<file path="src/rtl/sio_cfg_pkg.sv">
package sio_cfg_pkg;

    // Unlock key, written to the index port in this order
    localparam logic [7:0] KEY_FIRST = 8'h87;

    function automatic logic [7:0] key_at(input logic [1:0] pos);
        case (pos)
            2'd0:    key_at = 8'h87;
            2'd1:    key_at = 8'h01;
            default: key_at = 8'h55;
        endcase
    endfunction

    // Global register indexes
    localparam logic [7:0] IDX_CTRL    = 8'h02;
    localparam logic [7:0] CTRL_RELOCK = 8'h02;
    localparam logic [7:0] IDX_DEVSEL  = 8'h07;
    localparam logic [7:0] IDX_ID_HI   = 8'h20;
    localparam logic [7:0] IDX_ID_LO   = 8'h21;
    localparam logic [7:0] IDX_REV     = 8'h22;

    // GPIO device register indexes
    localparam logic [7:0] IDX_BASE_HI = 8'h62;
    localparam logic [7:0] IDX_BASE_LO = 8'h63;
    localparam logic [7:0] IDX_SIMPLE0 = 8'hC0;
    localparam logic [7:0] IDX_OE0     = 8'hC8;

    localparam logic [7:0] RD_NONE     = 8'hFF;

    typedef enum logic [2:0] {
        KEY_W0   = 3'd0,
        KEY_W1   = 3'd1,
        KEY_W2   = 3'd2,
        KEY_W3   = 3'd3,
        KEY_OPEN = 3'd4
    } key_state_e;

    typedef struct packed {
        logic idx_wr;
        logic dat_wr;
        logic idx_rd;
        logic dat_rd;
    } port_op_t;

    function automatic port_op_t decode_op(
        input logic [15:0] addr,
        input logic        wr,
        input logic        rd,
        input logic [15:0] idx_addr,
        input logic [15:0] dat_addr
    );
        port_op_t op;
        op.idx_wr = wr && (addr == idx_addr);
        op.dat_wr = wr && (addr == dat_addr);
        op.idx_rd = rd && (addr == idx_addr);
        op.dat_rd = rd && (addr == dat_addr);
        return op;
    endfunction

endpackage

</file>
<file path="src/rtl/sio_key_fsm.sv">
module sio_key_fsm
    import sio_cfg_pkg::*;
(
    input  logic       clk,
    input  logic       rst,
    input  logic       key_wr,
    input  logic [7:0] key_byte,
    input  logic       relock,
    output logic       unlocked_o
);

    key_state_e st_q, st_d;

    always_comb begin
        st_d = st_q;
        if (relock) begin
            st_d = KEY_W0;
        end else if (st_q != KEY_OPEN && key_wr) begin
            if (key_byte == key_at(st_q[1:0]))
                st_d = key_state_e'(st_q + 3'd1);
            else if (key_byte == KEY_FIRST)
                st_d = KEY_W1;
            else
                st_d = KEY_W0;
        end
    end

    always_ff @(posedge clk) begin
        if (rst) st_q <= KEY_W0;
        else     st_q <= st_d;
    end

    assign unlocked_o = (st_q == KEY_OPEN);

    // opening only follows the last key byte
    p_open_on_last_key_r2: assert property (@(posedge clk) disable iff (rst)
        $rose(unlocked_o) |-> $past(key_wr && key_byte == 8'h55));

    // a 0x87 during key entry always leaves the matcher one byte in
    p_first_key_restart_r3: assert property (@(posedge clk) disable iff (rst)
        (key_wr && !unlocked_o && !relock && key_byte == 8'h87) |=> (st_q == KEY_W1));

    // relock closes configuration mode
    p_relock_closes_r11: assert property (@(posedge clk) disable iff (rst)
        relock |=> !unlocked_o);

endmodule

</file>
<file path="src/rtl/sio_gpio_dev_regs.sv">
module sio_gpio_dev_regs
    import sio_cfg_pkg::*;
#(
    parameter int N_SIMPLE = 5,
    parameter int N_OE     = 8
) (
    input  logic                  clk,
    input  logic                  rst,
    input  logic                  wr_en,
    input  logic [7:0]            idx_i,
    input  logic [7:0]            wdata_i,
    output logic [7:0]            rdata_o,
    output logic [15:0]           base_o,
    output logic [N_SIMPLE*8-1:0] simple_o,
    output logic [N_OE*8-1:0]     oe_o
);

    logic [15:0]                base_q;
    logic [N_SIMPLE-1:0][7:0]   simple_q;
    logic [N_OE-1:0][7:0]       oe_q;
    logic [N_SIMPLE-1:0]        simple_hit;
    logic [N_OE-1:0]            oe_hit;

    genvar g;
    generate
        for (g = 0; g < N_SIMPLE; g++) begin : g_simple_dec
            assign simple_hit[g] = (idx_i == IDX_SIMPLE0 + 8'(g));
        end
        for (g = 0; g < N_OE; g++) begin : g_oe_dec
            assign oe_hit[g] = (idx_i == IDX_OE0 + 8'(g));
        end
    endgenerate

    always_ff @(posedge clk) begin
        if (rst) begin
            base_q   <= '0;
            simple_q <= '0;
            oe_q     <= '0;
        end else if (wr_en) begin
            if (idx_i == IDX_BASE_HI) base_q[15:8] <= wdata_i;
            if (idx_i == IDX_BASE_LO) base_q[7:0]  <= wdata_i;
            for (int i = 0; i < N_SIMPLE; i++)
                if (simple_hit[i]) simple_q[i] <= wdata_i;
            for (int i = 0; i < N_OE; i++)
                if (oe_hit[i]) oe_q[i] <= wdata_i;
        end
    end

    always_comb begin
        rdata_o = 8'h00;
        if (idx_i == IDX_BASE_HI) rdata_o = base_q[15:8];
        if (idx_i == IDX_BASE_LO) rdata_o = base_q[7:0];
        for (int i = 0; i < N_SIMPLE; i++)
            if (simple_hit[i]) rdata_o = simple_q[i];
        for (int i = 0; i < N_OE; i++)
            if (oe_hit[i]) rdata_o = oe_q[i];
    end

    assign base_o   = base_q;
    assign simple_o = simple_q;
    assign oe_o     = oe_q;

    // the register file accepts no change without a write enable
    p_regs_need_write_r9: assert property (@(posedge clk) disable iff (rst)
        !wr_en |=> ($stable(base_o) && $stable(simple_o) && $stable(oe_o)));

endmodule

</file>
<file path="src/rtl/sio_cfg_port.sv">
module sio_cfg_port
    import sio_cfg_pkg::*;
#(
    parameter logic [15:0] IDX_ADDR = 16'h002E,
    parameter logic [15:0] DAT_ADDR = 16'h002F,
    parameter logic [15:0] CHIP_ID  = 16'h8728,
    parameter logic [3:0]  CHIP_REV = 4'h3,
    parameter logic [7:0]  GPIO_DEV = 8'h07,
    parameter int          N_SIMPLE = 5,   // at most 8 groups
    parameter int          N_OE     = 8
) (
    input  logic                  clk,
    input  logic                  rst,
    input  logic [15:0]           io_addr,
    input  logic                  io_wr,
    input  logic                  io_rd,
    input  logic [7:0]            io_wdata,
    output logic [7:0]            io_rdata,
    output logic                  cfg_mode,
    output logic [15:0]           gpio_io_base,
    output logic [N_SIMPLE*8-1:0] gpio_simple_en,
    output logic [N_OE*8-1:0]     gpio_out_en
);

    port_op_t   op;
    logic       unlocked;
    logic       cfg_wr;
    logic       relock;
    logic       gpio_sel;
    logic [7:0] index_q;
    logic [7:0] dev_q;
    logic [7:0] gpio_rd;
    logic [7:0] cfg_rd;
    logic [7:0] rdata_q;

    assign op       = decode_op(io_addr, io_wr, io_rd, IDX_ADDR, DAT_ADDR);
    assign cfg_wr   = op.dat_wr && unlocked;
    assign relock   = cfg_wr && (index_q == IDX_CTRL) && (io_wdata == CTRL_RELOCK);
    assign gpio_sel = (dev_q == GPIO_DEV);

    sio_key_fsm u_key (
        .clk        (clk),
        .rst        (rst),
        .key_wr     (op.idx_wr && !unlocked),
        .key_byte   (io_wdata),
        .relock     (relock),
        .unlocked_o (unlocked)
    );

    always_ff @(posedge clk) begin
        if (rst || relock)
            index_q <= 8'h00;
        else if (op.idx_wr && unlocked)
            index_q <= io_wdata;
    end

    always_ff @(posedge clk) begin
        if (rst)
            dev_q <= 8'h00;
        else if (cfg_wr && index_q == IDX_DEVSEL)
            dev_q <= io_wdata;
    end

    sio_gpio_dev_regs #(
        .N_SIMPLE (N_SIMPLE),
        .N_OE     (N_OE)
    ) u_gpio (
        .clk      (clk),
        .rst      (rst),
        .wr_en    (cfg_wr && gpio_sel),
        .idx_i    (index_q),
        .wdata_i  (io_wdata),
        .rdata_o  (gpio_rd),
        .base_o   (gpio_io_base),
        .simple_o (gpio_simple_en),
        .oe_o     (gpio_out_en)
    );

    always_comb begin
        case (index_q)
            IDX_DEVSEL: cfg_rd = dev_q;
            IDX_ID_HI:  cfg_rd = CHIP_ID[15:8];
            IDX_ID_LO:  cfg_rd = CHIP_ID[7:0];
            IDX_REV:    cfg_rd = {4'h0, CHIP_REV};
            default:    cfg_rd = gpio_sel ? gpio_rd : 8'h00;
        endcase
    end

    always_ff @(posedge clk) begin
        if (rst)
            rdata_q <= RD_NONE;
        else if (io_rd) begin
            if (op.idx_rd && unlocked)      rdata_q <= index_q;
            else if (op.dat_rd && unlocked) rdata_q <= cfg_rd;
            else                            rdata_q <= RD_NONE;
        end
    end

    assign io_rdata = rdata_q;
    assign cfg_mode = unlocked;

    // nothing configurable moves while locked
    p_locked_frozen_r4: assert property (@(posedge clk) disable iff (rst)
        !cfg_mode |=> ($stable(dev_q) && $stable(gpio_io_base) &&
                       $stable(gpio_simple_en) && $stable(gpio_out_en)));

    // locked reads see the idle pattern
    p_locked_read_ff_r4: assert property (@(posedge clk) disable iff (rst)
        (io_rd && !cfg_mode) |=> (io_rdata == 8'hFF));

    // GPIO settings hold while another device is selected
    p_other_dev_frozen_r10: assert property (@(posedge clk) disable iff (rst)
        (dev_q != GPIO_DEV) |=> ($stable(gpio_io_base) &&
                                 $stable(gpio_simple_en) && $stable(gpio_out_en)));

    // the relock write closes the block
    p_ctrl_relock_r11: assert property (@(posedge clk) disable iff (rst)
        (op.dat_wr && cfg_mode && index_q == 8'h02 && io_wdata == 8'h02) |=> !cfg_mode);

    // read data holds between reads
    p_rdata_hold_r12: assert property (@(posedge clk) disable iff (rst)
        !io_rd |=> $stable(io_rdata));

endmodule

</file>
<file path="config.mk">
export PLATFORM = sky130hd
export DESIGN_NAME = sio_cfg_port
export DESIGN_NICKNAME = d
export VERILOG_FILES = /design/src/rtl/sio_cfg_pkg.sv /design/src/rtl/sio_key_fsm.sv /design/src/rtl/sio_gpio_dev_regs.sv /design/src/rtl/sio_cfg_port.sv
export SDC_FILE = /design/constraint.sdc
export NUM_CORES = 1
export LEC_CHECK = 0
export ABC_AREA = 0
export BUFFER_PORTS_ARGS = -buffer_cell sky130_fd_sc_hd__buf_2
export CAP_MARGIN = 25
export CORE_UTILIZATION = 41
export DETAILED_ROUTE_END_ITERATION = 16
export MAX_ROUTING_LAYER = met4
export PLACE_DENSITY = 0.72
export SYNTH_ARGS = -nofsm -noshare
export SYNTH_HDL_FRONTEND = slang
export SYNTH_SLANG_ARGS = --single-unit
</file>
<file path="constraint.sdc">
create_clock -name clk -period 2.7 [get_ports clk]
set_clock_uncertainty 0.2 [all_clocks]
set_input_delay 0.27 -clock clk [delete_from_list [all_inputs] [get_ports clk]]
set_output_delay 0.27 -clock clk [all_outputs]
set_load 0.1 [all_outputs]
</file>
Word-level counts from Yosys, hierarchy flattened. Index checks and enable logic that the tools add are counted.

Flip-flop bits (word level): 147. Input bits: 28. Output and inout port bits: 129.

Add/subtract/negate cells: 1. Equal/unequal tests: 29. Multiplexer cells: 24. Reduce and logical (&&, ||, !) cells: 33.

Operators by type and width (count): two-way mux 8 bit (20); == test 8 bit (second input constant) (14); == test 16 x 6 -> 1 bit (second input constant) (2); one-hot mux 8 bit (4 select lines) (1); AND reduction 2 bit (15); == test 8 x 6 -> 1 bit (second input constant) (3); == test 8 x 2 -> 1 bit (second input constant) (2); == test 8 x 3 -> 1 bit (second input constant) (2); == test 8 x 7 -> 1 bit (second input constant) (2); one-hot mux 8 bit (2 select lines) (1); logical AND 1 bit (14); == test 8 bit (1); adder 3 x 1 -> 3 bit (second input constant) (1); == test 3 bit (second input constant) (1); two-way mux 3 bit (1); != test 3 bit (second input constant) (1); == test 2 x 1 -> 1 bit (second input constant) (1); zero test 2 bit (1); OR reduction 2 bit (1); zero test 1 bit (1); logical OR 1 bit (1); two-way mux 1 bit (1).

Logic depth before layout (Yosys ltp).
Word-level depth: 20. Gate-level depth with buffers: 10.

Cells and area by module. Synthesis repeated with hierarchy kept, for this count alone.

Cell total of the unflattened synthesis: 902. Area total of the unflattened synthesis: 7713.6 µm².

Modules (own cells, without submodules): sio_gpio_dev_regs (instances 1, cells an instance 730, area each 6152.2 µm², seq. area each 2402.3 µm²); sio_cfg_port (instances 1, cells an instance 131, area each 1213.7 µm², seq. area each 480.5 µm²); sio_key_fsm (instances 1, cells an instance 41, area each 347.8 µm², seq. area each 60.1 µm²).

Least setup slack after synthesis. Ideal clock, no wire load.

Path type: input -> register. Start: in io_addr[10]. End: reg u_gpio.simple_q, in the netlist u_gpio.simple_o[32]. Arrival: 2.235 ns. Required time: 2.372 ns. Setup slack: 0.137 ns. Cell stages on the path: 7. Path buffers: 1. Cell sequence: or4_4 -> or3_4 -> nor4_4 -> buf_8 -> nand4_4 -> mux2i_1 -> nor2_1.

Cells in the longest elaborated chain, start to end: 5.

RTL lines: start, declared (line sio_cfg_port.sv:14) `input logic [15:0] io_addr,`; == test 16 x 6 -> 1 bit (line sio_cfg_pkg.sv:54) `op.dat_wr = wr && (addr == dat_addr);`; logical AND 1 bit (line sio_cfg_pkg.sv:54); logical AND 1 bit (line sio_cfg_port.sv:37) `assign cfg_wr = op.dat_wr && unlocked;`; logical AND 1 bit (line sio_cfg_port.sv:70) `.wr_en (cfg_wr && gpio_sel),`; AND reduction 2 bit (no source line); end signal, assigned by index (line sio_gpio_dev_regs.sv:43) `if (simple_hit[i]) simple_q[i] <= wdata_i;`; end, declared (line sio_gpio_dev_regs.sv:19) `logic [N_SIMPLE-1:0][7:0] simple_q;`.

No other way between the ends. A chain may end at the register's enable or synchronous reset.

Worst setup path in the final report.
Start: reg index_q[6]. End: reg rdata_q[0], in the netlist io_rdata[0].

Cells in the longest elaborated chain, start to end: 20.

RTL lines: start, declared (line sio_cfg_port.sv:30) `logic [7:0] index_q;`; start signal, assigned (line sio_cfg_port.sv:54) `index_q <= io_wdata;`; == test 8 x 7 -> 1 bit (line sio_gpio_dev_regs.sv:51) `if (idx_i == IDX_BASE_HI) rdata_o = base_q[15:8];`; two-way mux 8 bit (line sio_gpio_dev_regs.sv:51); two-way mux 8 bit (line sio_gpio_dev_regs.sv:52) `if (idx_i == IDX_BASE_LO) rdata_o = base_q[7:0];`; two-way mux 8 bit (5 in series) (line sio_gpio_dev_regs.sv:54) `if (simple_hit[i]) rdata_o = simple_q[i];`; two-way mux 8 bit (8 in series) (line sio_gpio_dev_regs.sv:56) `if (oe_hit[i]) rdata_o = oe_q[i];`; two-way mux 8 bit (line sio_cfg_port.sv:85) `default: cfg_rd = gpio_sel ? gpio_rd : 8'h00;`; one-hot mux 8 bit (4 select lines) (*) (line sio_cfg_port.sv:80) `case (index_q)`; two-way mux 8 bit (*) (line sio_cfg_port.sv:94) `else if (op.dat_rd && unlocked) rdata_q <= cfg_rd;`; two-way mux 8 bit (*) (line sio_cfg_port.sv:93) `if (op.idx_rd && unlocked) rdata_q <= index_q;`; end signal, assigned (line sio_cfg_port.sv:93); end signal, assigned (line sio_cfg_port.sv:94); end, declared (line sio_cfg_port.sv:34) `logic [7:0] rdata_q;`.

Every way passes the cells marked *; elsewhere a longest branch is shown, timed or not.

==> results.ini <==
[run_status]
status = finished, final reports clean

[worst_setup_path]
worstSetupPathType = reg2reg
start_kind = register
cpPeakStageDelay_ns = 0.59
cpMostUsedCell = buf_4
rr_worst_depth = 8
cp.arrival_ns = 2.80
path_cells = nor4bb_2, buf_4, nand2_1, o22a_1, a2111oi_0, buf_4, o221ai_1, nand3_1
rr_endpoint = io_rdata[0]
rrSetupSlack_ns = 0.07
r2r_start = index_q[6]
cp_max_fo = 14
endpoint_kind = register
slowest_stage = a2111oi_0
required_ns = 2.87

[timing]
period_needed_ns = 2.63
worst_pin_slew_ns = 0.677
finalSetupViolCount = 0
fin_crit_sh = 0.975
layout_setup_ws_ns = 0.0667
drv_slew = 0
slew_headroom = 0.537
finalSetupTns_ns = 0
max_freq_mhz = 380
hold_viol_final = 0
rsz0062_at_grt = no

[clocking]
cts_sinks = 147
ctsHoldBuffers = 0
cts_tree = built
post_cts_buffers = 0
cts_root_buffer = clkbuf_16
htreeDepth = 4
cts_buffers = 17
cts_resized = 0
cts.path.max_buffers = 2
clock_latency_ns = 0.43
path_clk_slew_ns = 0.06

[placement]
hpwlAfterDp_mm = 18.3
pre_cts_ws_ns = -0.118
place_congestion = 0.971
port_buffers = 156

[global_route]
grt_pass1_wl_mm = 39.0
grt_max_degree = 64
grt_pass1_vias = 6805
overflow = 0
antenna_found_initial = 0
grt_use_total = 0.292

[logic_synthesis]
async_flop_share = 0
yosys_warnings = 0
synth_cell_types = 67
syn_area_um2 = 7260
synth_area_leaders = dfxtp_1 41%, mux2i_1 18%, nor2_1 8.7%, nand2_1 3.9%, a21oi_1 3.1%
synth_area_leader_cell = dfxtp_1
ys.flop_type = dfxtp_1
ys_ff_latch = 147
yosys.area.top_type_share = 0.405
yosysSeqAreaShare = 0.405
synthesis.nets = 880
syn_area_per_cell_um2 = 8.56
netlist_instances = 849
synth_edf_count = 0

[detailed_routing]
drt_wl_total_mm = 25.8
wl_per_cell_um = 20.5
ant_nets = 0
drt_drc_violations_left = 0
vias_per_cell = 5.89
drtPass1Iterations = 5
via_count = 7387
detail_route.iter0.violations = 735

[hold_path]
min_path_type = in2reg
hp-start = rst
holdPathEnd = u_gpio.oe_o[30]
min_path_cells = 2

[floorplanning]
num_rows = 48
ios = 157
dieHeight_um = 135
fp.coreArea_um2 = 17300
dieArea_um2 = 18300
die_w_um = 135
start_util = 0.420

[cells_and_area]
diodes = 0
mostFrequentLayoutCells = 169 x nor2_1, 155 x buf_2, 146 x dfxtp_1
drive_above_1_share = 0.263
multiInputGateArea_um2 = 3970
syn2layout_area_growth_pct = 26.0
final_core_util = 0.529
num-fill-cells = 1617
regArea_um2 = 2940
nets = 1048
final_common_cell = nor2_1

[power_and_ir_drop]
p_per_area_nw_per_um2 = 504
p_leak_uw = 0.00405
peakVddDrop_v = 0.000396

[run]
maxCapViolations = 0

-- critical path: cells and delay by family, from the launching register on --
family / cells / cell delay, ns
buffers and inverters: 2 / 0.49
AND/OR/NAND/NOR: 3 / 0.54
AO/OA/AOI/OAI: 3 / 0.89
flip-flops: 1 / 0.44
-- state kept, by name (all words and copies together), names as in the netlist --
register / count
u_gpio.simple_o: 40
u_gpio.oe_o: 64
io_rdata: 8
u_gpio.base_o: 16
u_key.st_q: 3
index_q: 8
dev_q: 8
-- worst max-delay path by stage --
stage | start | to | slack, ns | depth (start not counted)
after floorplan | io_addr[10] | u_gpio.simple_o[32] | 0.14 | 7
after global routing | index_q[5] | io_rdata[7] | 0.003 | 6
final | index_q[6] | io_rdata[0] | 0.07 | 8
after detailed placement | io_addr[10] | u_gpio.oe_o[14] | -0.12 | 9
after global placement | io_addr[10] | u_gpio.oe_o[12] | -0.02 | 9
after CTS | u_key.st_q[0] | u_gpio.oe_o[14] | 0.11 | 10
-- cell usage after synthesis (all sizes together) (3+ instances only) --
library cell	count
a2111oi	3
a21oi	45
a221oi	5
a22oi	6
a31oi	6
a32oi	3
and3	6
buf	16
clkbuf	53
dfxtp	147
ha	3
inv	13
mux2i	129
nand2	76
nand2b	5
nand3	18
nand4	5
nand4b	4
nor2	169
nor2b	5
nor3	9
nor3b	4
nor4	3
o211ai	6
o21ai	29
o221ai	6
o22ai	20
o311ai	3
o32ai	5
or2	3
or3	4
or4	5
-- cell type report --
class                   count  share of cell area
well taps                 225              0.0308
clock inverters            13              0.0148
multi-input cells         618               0.434
repair buffers            218               0.146
clock buffers              19              0.0473
flip-flops and latches    147               0.322
inverters                  15             0.00615
-- metrics by stage --
step | cell area (um^2) | hold slack, ns | power (uW) | instances
finish | 9160 | 0.0139 | 4610 | 1255
global route | 9160 | 0.0123 | 4740 | 1255
CTS | 9160 | 0.00382 | 4620 | 1255
detailed placement | 8590 | 0.262 | 2350 | 1223
global placement | 8590 | 0.259 | 2350 | 1223
floorplan | 7260 | 0.271 | 2290 | 849
-- power by group --
part / total [uW] / internal, uW / switching (uW)
sequential: 2170 / 2170 / 0.00000257
clock: 2300 / 1360 / 948
combinational: 140 / 34.4 / 105
-- cell families after synthesis --
kind of cell	synth area share
flip-flops	0.405
multiplexers	0.181
adder cells (fa/ha/maj)	0.00517
buffers and inverters	0.0494
AND/OR/NAND/NOR	0.219
AO/OA/AOI/OAI	0.140
-- layer usage --
layer	up-vias	GRT usage	wire length, um
met1	3576	0.387	11200
met5	-	-	0
met4	0	0.113	820
met3	62	0.0533	2130
met2	410	0.437	11600
li1	3339	-	-
No activity file was read; power rests on OpenSTA's default activity.
